### config.mk
export PLATFORM = sky130hd
export DESIGN_NAME = barrel_issue_sched
export DESIGN_NICKNAME = d
export VERILOG_FILES = /design/src/rtl/bts_pkg.sv /design/src/rtl/bts_ready_fifo.sv /design/src/rtl/bts_ctl_loop.sv /design/src/rtl/bts_ctx_table.sv /design/src/rtl/barrel_issue_sched.sv
export SDC_FILE = /design/constraint.sdc
export NUM_CORES = 1
export LEC_CHECK = 0
export BUFFER_PORTS_ARGS = -buffer_cell sky130_fd_sc_hd__buf_2
export CAP_MARGIN = 25
export CORE_MARGIN = 1
export CORE_UTILIZATION = 50
export DETAILED_ROUTE_END_ITERATION = 7
export PLACE_DENSITY_LB_ADDON = 0.08
export SYNTH_ARGS = -nofsm -noshare
export SYNTH_HDL_FRONTEND = slang
export SYNTH_SLANG_ARGS = --single-unit
### constraint.sdc
create_clock -name clk -period 7.91 [get_ports clk]
set_input_delay 0.3955 -clock clk [delete_from_list [all_inputs] [get_ports clk]]
set_output_delay 0.3955 -clock clk [all_outputs]
set_load 0.005 [all_outputs]
### src/rtl/bts_pkg.sv
package bts_pkg;
  // Sequential successor of a program counter; caller truncates to its width.
  function automatic logic [63:0] seq_pc(input logic [63:0] pc);
    return pc + 64'd1;
  endfunction

  // Number of queue entries consumed or appended in one cycle.
  function automatic int unsigned join_count(input logic a, input logic b);
    return int'(a) + int'(b);
  endfunction
endpackage

### src/rtl/bts_ready_fifo.sv
module bts_ready_fifo #(
  parameter int NCTX = 16,
  localparam int IDW = $clog2(NCTX)
) (
  input  logic           clk,
  input  logic           rst_n,
  input  logic           push_a,
  input  logic [IDW-1:0] id_a,
  input  logic           push_b,
  input  logic [IDW-1:0] id_b,
  output logic           pop_valid,
  output logic [IDW-1:0] pop_id,
  output logic           from_store,
  output logic [IDW:0]   occupancy
);
  import bts_pkg::*;

  logic [IDW-1:0] mem [NCTX];
  logic [IDW-1:0] rd_q, wr_q;
  logic [IDW:0]   cnt_q;
  logic [IDW-1:0] wr_b;

  assign from_store = (cnt_q != '0);
  assign pop_valid  = from_store | push_a | push_b;
  // Empty store: the first joining entry bypasses straight to the head.
  assign pop_id     = from_store ? mem[rd_q] : (push_a ? id_a : id_b);
  assign wr_b       = wr_q + IDW'(push_a);
  assign occupancy  = cnt_q;

  always_ff @(posedge clk) begin
    if (push_a) mem[wr_q] <= id_a;
    if (push_b) mem[wr_b] <= id_b;
  end

  always_ff @(posedge clk) begin
    if (!rst_n) begin
      rd_q  <= '0;
      wr_q  <= '0;
      cnt_q <= '0;
    end else begin
      wr_q  <= wr_q + IDW'(join_count(push_a, push_b));
      rd_q  <= rd_q + IDW'(pop_valid);
      cnt_q <= cnt_q + (IDW+1)'(join_count(push_a, push_b)) - (IDW+1)'(pop_valid);
    end
  end
endmodule

### src/rtl/bts_ctl_loop.sv
module bts_ctl_loop #(
  parameter int DEPTH = 8,
  parameter int IDW   = 4,
  parameter int PCW   = 16
) (
  input  logic                 clk,
  input  logic                 rst_n,
  input  logic                 in_valid,
  input  logic [IDW-1:0]       in_id,
  input  logic [PCW-1:0]       in_pc,
  output logic [DEPTH-1:0]     st_valid,
  output logic [DEPTH*IDW-1:0] st_id,
  output logic [DEPTH*PCW-1:0] st_pc
);
  always_ff @(posedge clk) begin
    if (!rst_n) st_valid[0] <= 1'b0;
    else        st_valid[0] <= in_valid;
    st_id[IDW-1:0] <= in_id;
    st_pc[PCW-1:0] <= in_pc;
  end

  for (genvar k = 1; k < DEPTH; k++) begin : g_stage
    always_ff @(posedge clk) begin
      if (!rst_n) st_valid[k] <= 1'b0;
      else        st_valid[k] <= st_valid[k-1];
      st_id[k*IDW +: IDW] <= st_id[(k-1)*IDW +: IDW];
      st_pc[k*PCW +: PCW] <= st_pc[(k-1)*PCW +: PCW];
    end
  end
endmodule

### src/rtl/bts_ctx_table.sv
module bts_ctx_table #(
  parameter int NCTX = 16,
  parameter int PCW  = 16,
  parameter int CNTW = 16,
  localparam int IDW = $clog2(NCTX)
) (
  input  logic                 clk,
  input  logic                 rst_n,
  input  logic                 ld_ok,
  input  logic [IDW-1:0]       ld_id,
  input  logic [PCW-1:0]       ld_pc,
  input  logic                 kill_valid,
  input  logic [IDW-1:0]       kill_id,
  input  logic                 ret_push,
  input  logic                 ret_drop,
  input  logic [IDW-1:0]       ret_id,
  input  logic [PCW-1:0]       ret_pc,
  input  logic                 iss_valid,
  input  logic [IDW-1:0]       iss_id,
  input  logic [IDW-1:0]       rd_id,
  output logic [PCW-1:0]       rd_pc,
  output logic [NCTX-1:0]      active,
  output logic [NCTX-1:0]      kill_pend,
  output logic [NCTX*CNTW-1:0] cnt_flat
);
  logic [PCW-1:0] pc_q [NCTX];

  assign rd_pc = pc_q[rd_id];

  for (genvar i = 0; i < NCTX; i++) begin : g_ctx
    logic hit_ld, hit_ret, hit_kill, hit_iss;
    assign hit_ld   = ld_ok      && (ld_id   == IDW'(i));
    assign hit_ret  =               (ret_id  == IDW'(i));
    assign hit_kill = kill_valid && (kill_id == IDW'(i));
    assign hit_iss  = iss_valid  && (iss_id  == IDW'(i));

    always_ff @(posedge clk) begin
      if (!rst_n) begin
        active[i]                <= 1'b0;
        kill_pend[i]             <= 1'b0;
        pc_q[i]                  <= '0;
        cnt_flat[i*CNTW +: CNTW] <= '0;
      end else begin
        if (hit_ld)                active[i] <= 1'b1;
        else if (ret_drop && hit_ret) active[i] <= 1'b0;

        if (ret_drop && hit_ret)   kill_pend[i] <= 1'b0;
        else if (hit_kill && active[i]) kill_pend[i] <= 1'b1;

        if (hit_ld)                pc_q[i] <= ld_pc;
        else if (ret_push && hit_ret) pc_q[i] <= ret_pc;

        if (hit_iss) cnt_flat[i*CNTW +: CNTW] <= cnt_flat[i*CNTW +: CNTW] + CNTW'(1);
      end
    end
  end
endmodule

### src/rtl/barrel_issue_sched.sv
module barrel_issue_sched #(
  parameter int NCTX  = 16,
  parameter int DEPTH = 8,
  parameter int PCW   = 16,
  parameter int CNTW  = 16,
  localparam int IDW  = $clog2(NCTX)
) (
  input  logic                 clk,
  input  logic                 rst_n,
  input  logic                 load_valid,
  input  logic [IDW-1:0]       load_id,
  input  logic [PCW-1:0]       load_pc,
  input  logic                 kill_valid,
  input  logic [IDW-1:0]       kill_id,
  input  logic                 done_valid,
  input  logic [PCW-1:0]       done_pc,
  output logic                 issue_valid,
  output logic [IDW-1:0]       issue_id,
  output logic [PCW-1:0]       issue_pc,
  output logic [NCTX*CNTW-1:0] issue_count
);
  import bts_pkg::*;

  // Named internal events (also observed by the checker).
  logic                 ld_ok, exit_valid, ret_drop, ret_push;
  logic [IDW-1:0]       exit_id, head_id;
  logic [PCW-1:0]       exit_pc, ret_next_pc, head_pc, tab_pc;
  logic                 pop_valid, from_store;
  logic [IDW:0]         occupancy;
  logic [NCTX-1:0]      active, kill_pend;
  logic [DEPTH-1:0]     st_valid;
  logic [DEPTH*IDW-1:0] st_id;
  logic [DEPTH*PCW-1:0] st_pc;

  assign exit_valid  = st_valid[DEPTH-1];
  assign exit_id     = st_id[(DEPTH-1)*IDW +: IDW];
  assign exit_pc     = st_pc[(DEPTH-1)*PCW +: PCW];

  assign ld_ok       = load_valid && !active[load_id];
  assign ret_drop    = exit_valid && (kill_pend[exit_id] || (kill_valid && kill_id == exit_id));
  assign ret_push    = exit_valid && !ret_drop;
  assign ret_next_pc = done_valid ? done_pc : PCW'(seq_pc(64'(exit_pc)));

  // Head PC: stored word, or the word of a context joining this very cycle.
  assign head_pc = from_store ? tab_pc : (ret_push ? ret_next_pc : load_pc);

  bts_ready_fifo #(.NCTX(NCTX)) u_queue (
    .clk(clk), .rst_n(rst_n),
    .push_a(ret_push), .id_a(exit_id),
    .push_b(ld_ok),    .id_b(load_id),
    .pop_valid(pop_valid), .pop_id(head_id),
    .from_store(from_store), .occupancy(occupancy)
  );

  bts_ctl_loop #(.DEPTH(DEPTH), .IDW(IDW), .PCW(PCW)) u_loop (
    .clk(clk), .rst_n(rst_n),
    .in_valid(pop_valid), .in_id(head_id), .in_pc(head_pc),
    .st_valid(st_valid), .st_id(st_id), .st_pc(st_pc)
  );

  bts_ctx_table #(.NCTX(NCTX), .PCW(PCW), .CNTW(CNTW)) u_table (
    .clk(clk), .rst_n(rst_n),
    .ld_ok(ld_ok), .ld_id(load_id), .ld_pc(load_pc),
    .kill_valid(kill_valid), .kill_id(kill_id),
    .ret_push(ret_push), .ret_drop(ret_drop), .ret_id(exit_id), .ret_pc(ret_next_pc),
    .iss_valid(pop_valid), .iss_id(head_id),
    .rd_id(head_id), .rd_pc(tab_pc),
    .active(active), .kill_pend(kill_pend), .cnt_flat(issue_count)
  );

  assign issue_valid = st_valid[0];
  assign issue_id    = st_id[IDW-1:0];
  assign issue_pc    = st_pc[PCW-1:0];
endmodule

==> qor.yml <==
run_status:
  status: "complete, no violations"
clock_tree:
  cts_buffer_depth: 3
  clock-sinks: 789
  clock_latency_ps: 650
  cts_setup_buffers: 0
  cts_tree: "done"
  hold_buffers: 0
  clk_transition_reported_paths_ps: 60
  cts_buffers: 83
  h-tree-depth: 3
  post_cts_resized: 0
  clockRootBuffer: "clkbuf_16"
floorplan:
  design.core.area_um2: 68600
  die-area_um2: 70500
  die_w_um: 265
  start_util: 0.506
  num_rows: 96
  pin_count: 322
  die_h_um: 265
worst_setup_path:
  path_cells: "buf_4, mux2_2, a22oi_1, nand3_1, nor3_1, nand2_1, inv_2, nand2_1, nor2_1, nand4_1, nand3_1"
  start_kind: "flop"
  cp_max_fo: 24
  slowest_delay_ps: 840
  critPathArrivalTime_ps: 6750
  required_ps: 8190
  cp_slowest_cell: "nand3_1"
  ff2ff_path_depth: 11
  critPathKind: "reg2reg"
  end_kind: "flop"
synthesis:
  synth_edf_count: 320
  synthCells: 3594
  synth_area_um2: 34700
  syn_nets: 3672
  synth.distinct_cells: 73
  yosysTopAreaCell: "edfxtp_1"
  ys.flop_type: "dfxtp_1"
  synth_top_area_share: 0.277
  yosysSeqAreaShare: 0.547
  synth_common_cells: "585 x nand2_1, 469 x dfxtp_1, 373 x o21ai_0, 320 x edfxtp_1, 295 x nor2_1"
  async_reset_ff_frac: 0
  syn_avg_cell_area_um2: 9.66
  synth.area.top_cells: "edfxtp_1 28%, dfxtp_1 27%, nand2_1 6.3%"
  ys_seq_elements: 789
  synth_most_common_cell: "nand2_1"
  ys.warnings.count: 0
timing:
  hold_viol_final: 0
  drv_slew: 0
  setup_violations: 0
  tightest_slew_ps: 1070
  fin_hold_ws_ps: 166
  clock_skew_ps: 29.8
  period_needed_ps: 6480
  finalCritPeriodShare: 0.819
  fmax_mhz: 154
  fin_setup_tns_ps: 0
  rsz0062_at_grt: "false"
  slew_headroom: 0.283
detailed_routing:
  num_vias: 29014
  wirelength_um: 113000
  drc: 0
  avgRoutedWirePerCell_um: 23.6
  drtPass1Iterations: 6
  viasPerCell: 6.06
  dr.first_iter.drc_count: 3578
  ant_nets: 0
power_and_ir_drop:
  irDropWorstVdd_uv: 282
  cellPowerDensity_nw_per_um2: 338
  p_sw_mw: 5.00
  finalPower_mw: 13.4
  p_int_mw: 8.40
  switching_share: 0.373
  power_frac_comb: 0.322
  p_seq_frac: 0.385
  power.share.clock: 0.293
  p_leak_nw: 15.0
place:
  io_buffers: 321
  place_congestion: 0.970
  hpwl_um: 75700
final_layout:
  seqCellArea_um2: 19000
  fillers: 5854
  drive_gt1_frac: 0.153
  area_growth_pct: 14.1
  multi_input_comb_area_um2: 14500
  fin_nets: 3867
global_route:
  grt_util_all_layers: 0.313
  top_usage_layer: "met2"
  use_met1: 0.411
  met2_usage: 0.491
  antenna_found_initial: 7
  grt_pass1_vias: 27078
  grt_max_degree: 166
  grtUsageMet3: 0.0671
  grt_first_pass_wirelength_um: 167000
  grt-ovfl-total: 0
min_path:
  holdPathStages: 3
  min_path_type: "in2reg"
job:
  drv_cap: 0
flip-flops by register name (all words and copies together), names as in the netlist:
name / flops
u_loop.st_pc: 128
u_queue.wr_q: 4
u_table.kill_pend: 16
u_table.pc_q: 256
u_queue.mem: 64
u_table.cnt_flat: 256
u_queue.occupancy: 5
u_queue.rd_q: 4
u_loop.st_valid: 8
u_table.active: 16
u_loop.st_id: 32
layout by cell type (no fill, tap or decap), types with 16 or more instances in the layout:
master | Yosys | layout
nand2_1 | 585 | 585
dfxtp_1 | 469 | 469
o21ai_0 | 373 | 373
buf_2 | 23 | 321
edfxtp_1 | 320 | 320
nor2_1 | 295 | 295
a21oi_1 | 139 | 139
nand3_1 | 129 | 128
xor2_1 | 102 | 102
mux2i_1 | 100 | 100
nand4_1 | 97 | 97
clkbuf_16 | 0 | 87
xnor2_1 | 78 | 78
or3_1 | 64 | 64
inv_1 | 58 | 57
nor3_1 | 58 | 57
and3_1 | 56 | 56
buf_4 | 22 | 47
nor4_1 | 41 | 38
mux2_2 | 38 | 38
o22ai_1 | 36 | 36
and2_1 | 35 | 35
ha_1 | 31 | 31
o31ai_1 | 21 | 21
clkbuf_8 | 0 | 19
or4_1 | 17 | 17
a221oi_1 | 17 | 17
nand2b_1 | 17 | 17
clkbuf_1 | 202 | 17
mux4_2 | 16 | 16
cells by family after synthesis:
logic type      synth area share
simple gates               0.195
flops                      0.547
compound gates             0.110
buf+inv                   0.0383
xor+xnor                  0.0454
mux                       0.0515
fa+ha+maj                 0.0123
critical path, delay by kind of cell, from the launching register on:
family / cells / cell delay, ps
simple gates: 7 / 3750
flops: 1 / 820
buf+inv: 2 / 960
compound gates: 1 / 190
mux: 1 / 380
layer usage:
metal	up-vias	wire length [um]
li1	13119	-
met1	14032	45100
met2	1519	51100
met3	344	11400
met4	0	5640
met5	-	0
per-stage QoR:
step	area, um2	worst slack, ps	utilization	std cells
floorplan	34700	4010	-	3594
global placement	36800	1910	0.537	4632
detailed placement	36800	1590	0.537	4632
CTS	39600	1580	0.577	4782
global route	39600	1190	0.578	4789
finish	39600	1430	0.578	4789
path summary, 6_finish.rpt:
kind	to	startpoint	slack, ps
worst max register to register	u_table.pc_q[15][8]	u_loop.st_id[28]	1430
worst min-delay path	u_table.kill_pend[11]	kill_id[3]	170
worst min register to register	u_loop.st_pc[86]	u_loop.st_pc[70]	320
worst max-delay path	u_table.pc_q[15][8]	u_loop.st_id[28]	1430
power by group through the flow:
stage | logic, mW | registers, mW | clock network [mW]
CTS | 4.16 | 5.16 | 3.97
detailed placement | 4.15 | 5.24 | 0
finish | 4.32 | 5.16 | 3.93
global placement | 4.09 | 5.22 | 0
global route | 4.49 | 5.21 | 4.13
floorplan | 2.63 | 5.07 | 0
final cells by class:
| cell class | count | share of cell area |
|---|---|---|
| clock inverters | 24 | 0.00587 |
| well taps | 931 | 0.0294 |
| flip-flops and latches | 789 | 0.479 |
| repair buffers | 369 | 0.0501 |
| inverters | 64 | 0.00632 |
| diodes | 4 | 0.000253 |
| clock buffers | 126 | 0.0635 |
| multi-input cells | 2482 | 0.365 |
Power figures use the tool's default switching activity.
